===== src/rtl/funnel_shift_mt_pkg.sv =====
package funnel_shift_mt_pkg;
  typedef enum logic {OUT_COMB = 1'b0, OUT_REGISTERED = 1'b1} out_mode_e;

  localparam int DEF_WIDTH = 32;
  localparam int DEF_STEP  = 4;
endpackage


===== src/rtl/fsm_count_decode.sv =====
module fsm_count_decode #(
  parameter int N_SEL = 8,
  localparam int CW = $clog2(N_SEL)
) (
  input  logic [CW-1:0]    code,
  output logic [N_SEL-1:0] sel
);
  for (genvar k = 0; k < N_SEL; k++) begin : g_line
    assign sel[k] = (code == CW'(k));
  end
endmodule


===== src/rtl/fsm_coarse_stage.sv =====
module fsm_coarse_stage #(
  parameter int WIDTH = 32,
  parameter int STEP  = 4,
  localparam int N_SEL = WIDTH / STEP,
  localparam int MID_W = WIDTH + STEP
) (
  input  logic [2*WIDTH-1:0] operand,
  input  logic [N_SEL-1:0]   sel,
  output logic [MID_W-1:0]   mid
);
  logic [MID_W-1:0] slice [N_SEL];

  for (genvar k = 0; k < N_SEL; k++) begin : g_slice
    assign slice[k] = operand[2*WIDTH-1-k*STEP -: MID_W];
  end

  always_comb begin
    mid = '0;
    for (int k = 0; k < N_SEL; k++) begin
      mid = mid | ({MID_W{sel[k]}} & slice[k]);
    end
  end
endmodule


===== src/rtl/fsm_fine_stage.sv =====
module fsm_fine_stage #(
  parameter int WIDTH = 32,
  parameter int STEP  = 4,
  localparam int LVLS  = $clog2(STEP),
  localparam int MID_W = WIDTH + STEP
) (
  input  logic [MID_W-1:0] mid,
  input  logic [LVLS-1:0]  amt,
  output logic [WIDTH-1:0] res
);
  logic [MID_W-1:0] lvl [LVLS+1];

  assign lvl[0] = mid;
  for (genvar i = 0; i < LVLS; i++) begin : g_level
    assign lvl[i+1] = amt[i] ? (lvl[i] << (1 << i)) : lvl[i];
  end

  assign res = lvl[LVLS][MID_W-1 -: WIDTH];
endmodule


===== src/rtl/fsm_out_stage.sv =====
module fsm_out_stage
  import funnel_shift_mt_pkg::*;
#(
  parameter int        WIDTH = 32,
  parameter out_mode_e MODE  = OUT_REGISTERED
) (
  input  logic             clk,
  input  logic             rst_n,
  input  logic             in_valid,
  output logic             in_ready,
  input  logic [WIDTH-1:0] d,
  output logic             out_valid,
  input  logic             out_ready,
  output logic [WIDTH-1:0] q
);
  if (MODE == OUT_REGISTERED) begin : g_reg
    logic             vld_q;
    logic [WIDTH-1:0] dat_q;

    assign in_ready  = !vld_q || out_ready;
    assign out_valid = vld_q;
    assign q         = dat_q;

    always_ff @(posedge clk) begin
      if (!rst_n) begin
        vld_q <= 1'b0;
      end else if (in_ready) begin
        vld_q <= in_valid;
      end
    end

    always_ff @(posedge clk) begin
      if (in_valid && in_ready) begin
        dat_q <= d;
      end
    end
  end else begin : g_comb
    assign in_ready  = out_ready;
    assign out_valid = in_valid;
    assign q         = d;
  end
endmodule


===== src/rtl/funnel_shift_mt.sv =====
module funnel_shift_mt
  import funnel_shift_mt_pkg::*;
#(
  parameter int        WIDTH    = DEF_WIDTH,
  parameter int        STEP     = DEF_STEP,
  parameter out_mode_e OUT_MODE = OUT_REGISTERED
) (
  input  logic                     clk,
  input  logic                     rst_n,
  input  logic                     in_valid,
  output logic                     in_ready,
  input  logic [WIDTH-1:0]         hi_in,
  input  logic [WIDTH-1:0]         lo_in,
  input  logic [$clog2(WIDTH)-1:0] count_in,
  output logic                     out_valid,
  input  logic                     out_ready,
  output logic [WIDTH-1:0]         result_out
);
  localparam int CNT_W  = $clog2(WIDTH);
  localparam int FINE_W = $clog2(STEP);
  localparam int N_SEL  = WIDTH / STEP;
  localparam int MID_W  = WIDTH + STEP;

  logic [N_SEL-1:0] coarse_sel;
  logic [MID_W-1:0] mid_word;
  logic [WIDTH-1:0] shifted;

  fsm_count_decode #(.N_SEL(N_SEL)) u_dec (
    .code (count_in[CNT_W-1:FINE_W]),
    .sel  (coarse_sel)
  );

  fsm_coarse_stage #(.WIDTH(WIDTH), .STEP(STEP)) u_coarse (
    .operand ({hi_in, lo_in}),
    .sel     (coarse_sel),
    .mid     (mid_word)
  );

  fsm_fine_stage #(.WIDTH(WIDTH), .STEP(STEP)) u_fine (
    .mid (mid_word),
    .amt (count_in[FINE_W-1:0]),
    .res (shifted)
  );

  fsm_out_stage #(.WIDTH(WIDTH), .MODE(OUT_MODE)) u_out (
    .clk       (clk),
    .rst_n     (rst_n),
    .in_valid  (in_valid),
    .in_ready  (in_ready),
    .d         (shifted),
    .out_valid (out_valid),
    .out_ready (out_ready),
    .q         (result_out)
  );
endmodule


===== config.mk =====
export PLATFORM = sky130hd
export DESIGN_NAME = funnel_shift_mt
export DESIGN_NICKNAME = d
export VERILOG_FILES = /design/src/rtl/funnel_shift_mt_pkg.sv /design/src/rtl/fsm_count_decode.sv /design/src/rtl/fsm_coarse_stage.sv /design/src/rtl/fsm_fine_stage.sv /design/src/rtl/fsm_out_stage.sv /design/src/rtl/funnel_shift_mt.sv
export SDC_FILE = /design/constraint.sdc
export NUM_CORES = 1
export LEC_CHECK = 0
export BUFFER_PORTS_ARGS = -buffer_cell sky130_fd_sc_hd__buf_4
export CAP_MARGIN = 20
export CORE_UTILIZATION = 40
export DETAILED_ROUTE_END_ITERATION = 7
export PLACE_DENSITY = 0.63
export SLEW_MARGIN = 20
export SYNTH_ARGS = -nofsm -noshare
export SYNTH_HDL_FRONTEND = slang
export SYNTH_SLANG_ARGS = --single-unit

===== constraint.sdc =====
create_clock -name clk -period 5.37 [get_ports clk]
set_input_delay 0.2685 -clock clk [delete_from_list [all_inputs] [get_ports clk]]
set_output_delay 0.2685 -clock clk [all_outputs]
set_load 0.02 [all_outputs]

==> results of run 1 <==
==> worst max path at each step <==
stage                            from          end  slack [ns]
after floorplan           count_in[3]  u_out.q[23]        3.36
after global placement    count_in[3]  u_out.q[22]        2.83
after detailed placement  count_in[3]  u_out.q[22]        2.80
after CTS                 count_in[3]  u_out.q[22]        3.09
after global routing      count_in[3]  u_out.q[22]        3.01
final                     count_in[3]  u_out.q[22]        3.09
==> registers in the layout, indices dropped and copies added, names as in the netlist <==
| register | count |
|---|---|
| u_out.out_valid | 1 |
| u_out.q | 32 |
==> logic make-up after synthesis <==
kind of cell    after synthesis
mux                         111
flops                        33
buf+inv                      29
compound gates               58
simple gates                 39
==> power by group through the flow <==
| stage | clock network, mW | logic, mW | registers (mW) |
|---|---|---|---|
| after floorplan | 0 | 0.219 | 0.368 |
| after global placement | 0 | 0.388 | 0.333 |
| after detailed placement | 0 | 0.389 | 0.334 |
| after CTS | 0.175 | 0.391 | 0.328 |
| after global routing | 0.187 | 0.420 | 0.331 |
| final | 0.171 | 0.391 | 0.328 |
==> per-layer routing <==
| metal | global-route usage | part of all wire |
|---|---|---|
| met1 | 0.299 | 0.44 |
| met2 | 0.309 | 0.46 |
| met3 | 0.0327 | 0.081 |
| met4 | 0.0682 | 0.018 |
| met5 | 0 | 0 |
==> per-stage QoR <==
step / cells / setup slack [ns] / power [mW] / utilization / area (um2)
2_1_floorplan: 270 / 3.36 / 0.587 / - / 3470
3_3_place_gp: 456 / 2.83 / 0.721 / 0.512 / 4250
3_5_place_dp: 456 / 2.80 / 0.723 / 0.512 / 4250
4_1_cts: 464 / 3.09 / 0.894 / 0.521 / 4330
5_1_grt: 464 / 3.01 / 0.937 / 0.521 / 4330
6_report: 464 / 3.09 / 0.890 / 0.521 / 4330
==> cell usage in the layout, fill, tap and decap left out, types with 3 or more instances in the layout <==
cell type / count
nor2_1: 19
clkbuf_1: 3
inv_1: 3
nor2b_1: 4
mux2_2: 36
a22oi_1: 7
buf_4: 106
mux4_1: 5
edfxtp_1: 32
nand2_1: 9
clkbuf_8: 5
a211oi_1: 4
o22ai_1: 21
mux2i_1: 30
a221oi_1: 6
mux4_2: 38
o21ai_0: 3
==> area by class of cell <==
type | count | area [um2]
clock buffer | 8 | 80.1
fill | 751 | 3970
inverter | 4 | 15.0
multi-input combinational | 208 | 2320
sequential | 33 | 981
tap | 105 | 131
timing repair buffer | 106 | 796
==> worst max-delay path, cell delays in order <==
cell	delay (ns)
buf_4	0.51
mux4_1	0.66
mux2_2	0.34
mux4_2	0.49
==> results.txt, run 1 <==
Final setup fails -> 0
Htree depth -> 2
Starting Density -> 0.418
Syn Std Cell Area -> 3470 um2
P per Cell Area -> 206 nW/um2
DIE AREA -> 9050 um2
Leakage -> 1.70 nW
Post-synth EDFFs -> 32
Max frequency -> 0.439 GHz
YS warnings -> 0
Fin crit share -> 0.424
Number of global-route vias before repair -> 2622
GRT overflow -> 0
Run status -> finished, final reports clean
Mapped Avg Cell Area -> 12.9 um2
Most frequent cells after synthesis -> mux4_2 (38), mux2_2 (36), edfxtp_1 (32)
Share of cells above drive strength 1 -> 0.532
Yosys top cell area share -> 0.277
Flops & latches, synth -> 33
CTS tree -> built
R2R Path Start -> u_out.out_valid
IO Pins -> 107
Routed via count -> 2919
Clk pwr share -> 0.192
Synth Area in Compound Gates -> 0.123
First-pass GRT wire length -> 14000 um
Hold_sp -> in_valid
Worst-margin pin slew -> 0.710 ns
Number of port buffers -> 105
Max-cap viol count -> 0
Post_cts resized -> 0
Simple-gate share of the synthesized area -> 0.0505
Skew-Pair Late Insertion Delay -> 0.28 ns
Leading area contributor after synthesis -> edfxtp_1
HPWL after detailed placement -> 7130 um
Number of cell rows -> 33
Post-CTS Hold Fix Bufs -> 0
Die height -> 95.2 um
Largest family of logic cells by synthesized area -> multiplexers
Final ANT Viol Nets -> 0
Ant diodes -> 0
WL/cell -> 19.6 um
Largest net degree at the start of global routing -> 58
Final setup TNS -> 0 ns
Critical path class -> in2reg
Crit start category -> primary input
Sequential area share after synthesis -> 0.283
Worst r2r path cells -> 3
P&R area growth vs syn -> 24.6%
Hold Path Depth -> 3
Most frequent cell after synthesis -> mux4_2
Unrepaired setup endpoints after global routing -> false
Clock Path Buffers -> 2
CP required -> 5.38 ns
Crit path arrival time -> 2.29 ns
Layout Nets -> 431
Hold WC Path Type -> in2reg
P_int -> 0.605 mW
Rel. slew slack -> 0.526
Comb pwr share -> 0.440
CTS clk-pin slew, worst paths -> 0.06 ns
Worst vdd ir -> 0.0932 mV
R2r setup slk -> 4.13 ns
Distinct cells, synth -> 42
Clock root buffer -> clkbuf_8
Cells after Synth -> 270
Die W -> 95.2 um
Final Hold Vio Count -> 0
Post-synthesis adder-cell area fraction -> 0
Post-route DRC -> 0
Sw frac -> 0.320
Ys flop type -> edfxtp_1
Drt first pass iters -> 4
Post-synthesis mux area share -> 0.496
Count of final max-slew check failures -> 0
Final wirelength -> 9090 um
Via/cell ratio -> 6.29
Dominant cells by area after synthesis -> edfxtp_1 (28%), mux4_2 (25%), mux2_2 (12%), mux2i_1 (8.7%), mux4_1 (3.8%)
Final hold slack -> 0.254 ns
Crit Reg-Reg Endpoint -> u_out.q[26]
Psw -> 0.284 mW
CP Capture Type -> flop
Initial antenna violation count -> 0
Clk_skew -> 0.00270 ns
Core Box Area -> 8300 um2
CTS Buf Count -> 5
Ys async rst share -> 0
1st-iter DRT viols -> 178
Mapped Nets -> 343
Seq pwr share -> 0.368
Gpl congestion -> 0.875
Hold Path End -> u_out.out_valid
Xor/xnor cell area share of the yosys netlist -> 0
TritonCTS Sinks -> 33
Max Fanout on Critical Path -> 50
GR Util All Layers -> 0.205
Minimum clock period -> 2.28 ns
Postcts setup bufs -> 0
(Power assumes the default switching activity.)
==> run 2: changes to the inputs <==
- PLACE_DENSITY: 0.63 -> 0.65
- clock period: 5.37 -> 1.8 ns (I/O delays scaled with it)
==> run 2 against run 1 <==
Critical path depth increased by 3. Global-route usage rose by 1.8 points. Critical path type unchanged. Register-to-register slack lost 3.6 ns. Largest cell class unchanged. Combinational power rose to 3.2 times the previous value. Sequential power increased to 3.0 times the previous value. Die area unchanged.
==> results.txt, run 2 (same netlist as run 1, synthesis figures left out) <==
Hold WC Path Type -> in2reg
CTS clk-pin slew, worst paths -> 0.07 ns (about the same)
CP Capture Type -> flop
Crit start category -> primary input
Core Box Area -> 8300 um2 (unchanged)
Unrepaired setup endpoints after global routing -> false
P&R area growth vs syn -> 35.6%
Largest net degree at the start of global routing -> 33 (-43%)
Placed insts -> 493 (+8.1%)
Die height -> 95.2 um (unchanged)
Minimum clock period -> 1.73 ns
HPWL after detailed placement -> 8010 um (+12%)
Clk_skew -> 0.00393 ns (+0.00124 ns)
Post-route DRC -> 0 (unchanged)
Worst-margin pin slew -> 0.558 ns (-0.153 ns)
Run status -> finished, final reports clean
WL/cell -> 19.8 um (+1.0%)
P per Cell Area -> 631 nW/um2 (+210%)
1st-iter DRT viols -> 205 (+15%)
First-pass GRT wire length -> 15200 um (+8.2%)
Die W -> 95.2 um (unchanged)
Placed Area -> 4590 um2 (+8.1%)
Worst vdd ir -> 0.357 mV (+280%)
Setup ws final -> 0.0717 ns (-3.02 ns)
Post-CTS Hold Fix Bufs -> 0 (unchanged)
Clock root buffer -> clkbuf_8
Number of cell rows -> 33 (unchanged)
Crit path arrival time -> 1.75 ns (-0.54 ns)
Number of global-route vias before repair -> 2899 (+11%)
Final hold slack -> 0.0647 ns (-0.189 ns)
Final setup fails -> 0 (unchanged)
Most common cell after layout, fill and taps aside -> buf_4
Max Fanout on Critical Path -> 15 (-70%)
CTS Buf Count -> 5 (unchanged)
Share of cells above drive strength 1 -> 0.583 (+0.0513)
CP required -> 1.82 ns (-3.56 ns)
Rel. slew slack -> 0.627 (+0.100)
GRT overflow -> 0 (unchanged)
Ant diodes -> 0 (unchanged)
Skew-Pair Late Insertion Delay -> 0.28 ns (about the same)
DIE AREA -> 9050 um2 (unchanged)
Count of final max-slew check failures -> 0 (unchanged)
Postcts setup bufs -> 0 (unchanged)
Number of port buffers -> 105 (unchanged)
Setup WS pre-CTS -> -0.233 ns (-3.03 ns)
Critical path class -> in2reg
Commonest cells after routing, fill and taps aside -> buf_4 (138), mux4_2 (38), mux2_2 (35), edfxtp_1 (32), mux2i_1 (30)
Layout Cells excl Fill -> 501 (+8.0%)
Htree depth -> 2 (unchanged)
Fin crit share -> 0.960
Final Hold Vio Count -> 0 (unchanged)
Routed via count -> 3031 (+3.8%)
Clock Path Buffers -> 2 (unchanged)
Drt first pass iters -> 4 (unchanged)
Gpl congestion -> 0.954 (+9.1%)
Final ANT Viol Nets -> 0 (unchanged)
CTS tree -> built
Post_cts resized -> 0 (unchanged)
Fin util -> 0.567 (+0.0460)
Final wirelength -> 9920 um (+9.1%)
Max-cap viol count -> 0 (unchanged)
Via/cell ratio -> 6.05 (-3.8%)
Fin area -> 4710 um2 (+8.8%)
GR Util All Layers -> 0.223 (+0.0177)
Starting Density -> 0.418 (unchanged)
Leakage -> 1.93 nW (+13%)
Max frequency -> 0.579 GHz
Max reg flops -> 32 (unchanged)
TritonCTS Sinks -> 33 (unchanged)
IO Pins -> 107 (unchanged)
Initial antenna violation count -> 0 (unchanged)
Layout Nets -> 468 (+8.6%)
==> run 2: cell types whose count changed in the layout (fill, tap and decap cells not counted), sizes merged <==
cell | before | now
bufinv | 0 | 1
buf | 106 | 143
clkbuf | 8 | 7
==> run 2: layout make-up <==
cell class,instances,area [um2]
multi-input cells,208,2330
inverters,4,15.0
clock buffers,7,86.3
repair buffers,143,1140
fillers,735,3590
well taps,105,131
flip-flops and latches,33,981
clock inverters,1,30.0
==> run 2: worst paths after layout <==
| check | startpoint | endpoint | slack [ns] | cells past startpoint |
|---|---|---|---|---|
| setup / recovery | count_in[3] | u_out.q[22] | 0.07 | 7 |
| hold / removal | in_valid | u_out.out_valid | 0.06 | 3 |
| hold reg to reg | u_out.out_valid | u_out.out_valid | 0.53 | 2 |
| setup reg to reg | u_out.out_valid | u_out.q[13] | 0.54 | 3 |
==> run 2: layer usage <==
metal	up-vias	share of wire	track usage
li1	1398	-	-
met1	1459	0.45	0.316
met2	159	0.46	0.355
met3	15	0.066	0.0231
met4	0	0.022	0.0745
met5	-	0	0
==> run 2: stage by stage <==
stage / power (mW) / TNS, ns
3_5_place_dp: 2.26 / -4.17
6_report: 2.97 / 0
5_1_grt: 3.10 / 0
3_3_place_gp: 2.25 / -3.65
2_1_floorplan: 1.75 / -0.0290
4_1_cts: 2.98 / 0
==> run 2: power breakdown <==
| part | total [mW] | switching [mW] | internal (mW) |
|---|---|---|---|
| combinational | 1.27 | 0.624 | 0.649 |
| sequential | 0.979 | 0.0220 | 0.957 |
| clock | 0.720 | 0.269 | 0.451 |
==> run 2: critical path, stage by stage <==
cell	delay (ns)
buf_4	0.18
buf_12	0.17
buf_4	0.14
and2_1	0.16
a22oi_1	0.26
o311ai_1	0.23
mux4_2	0.50
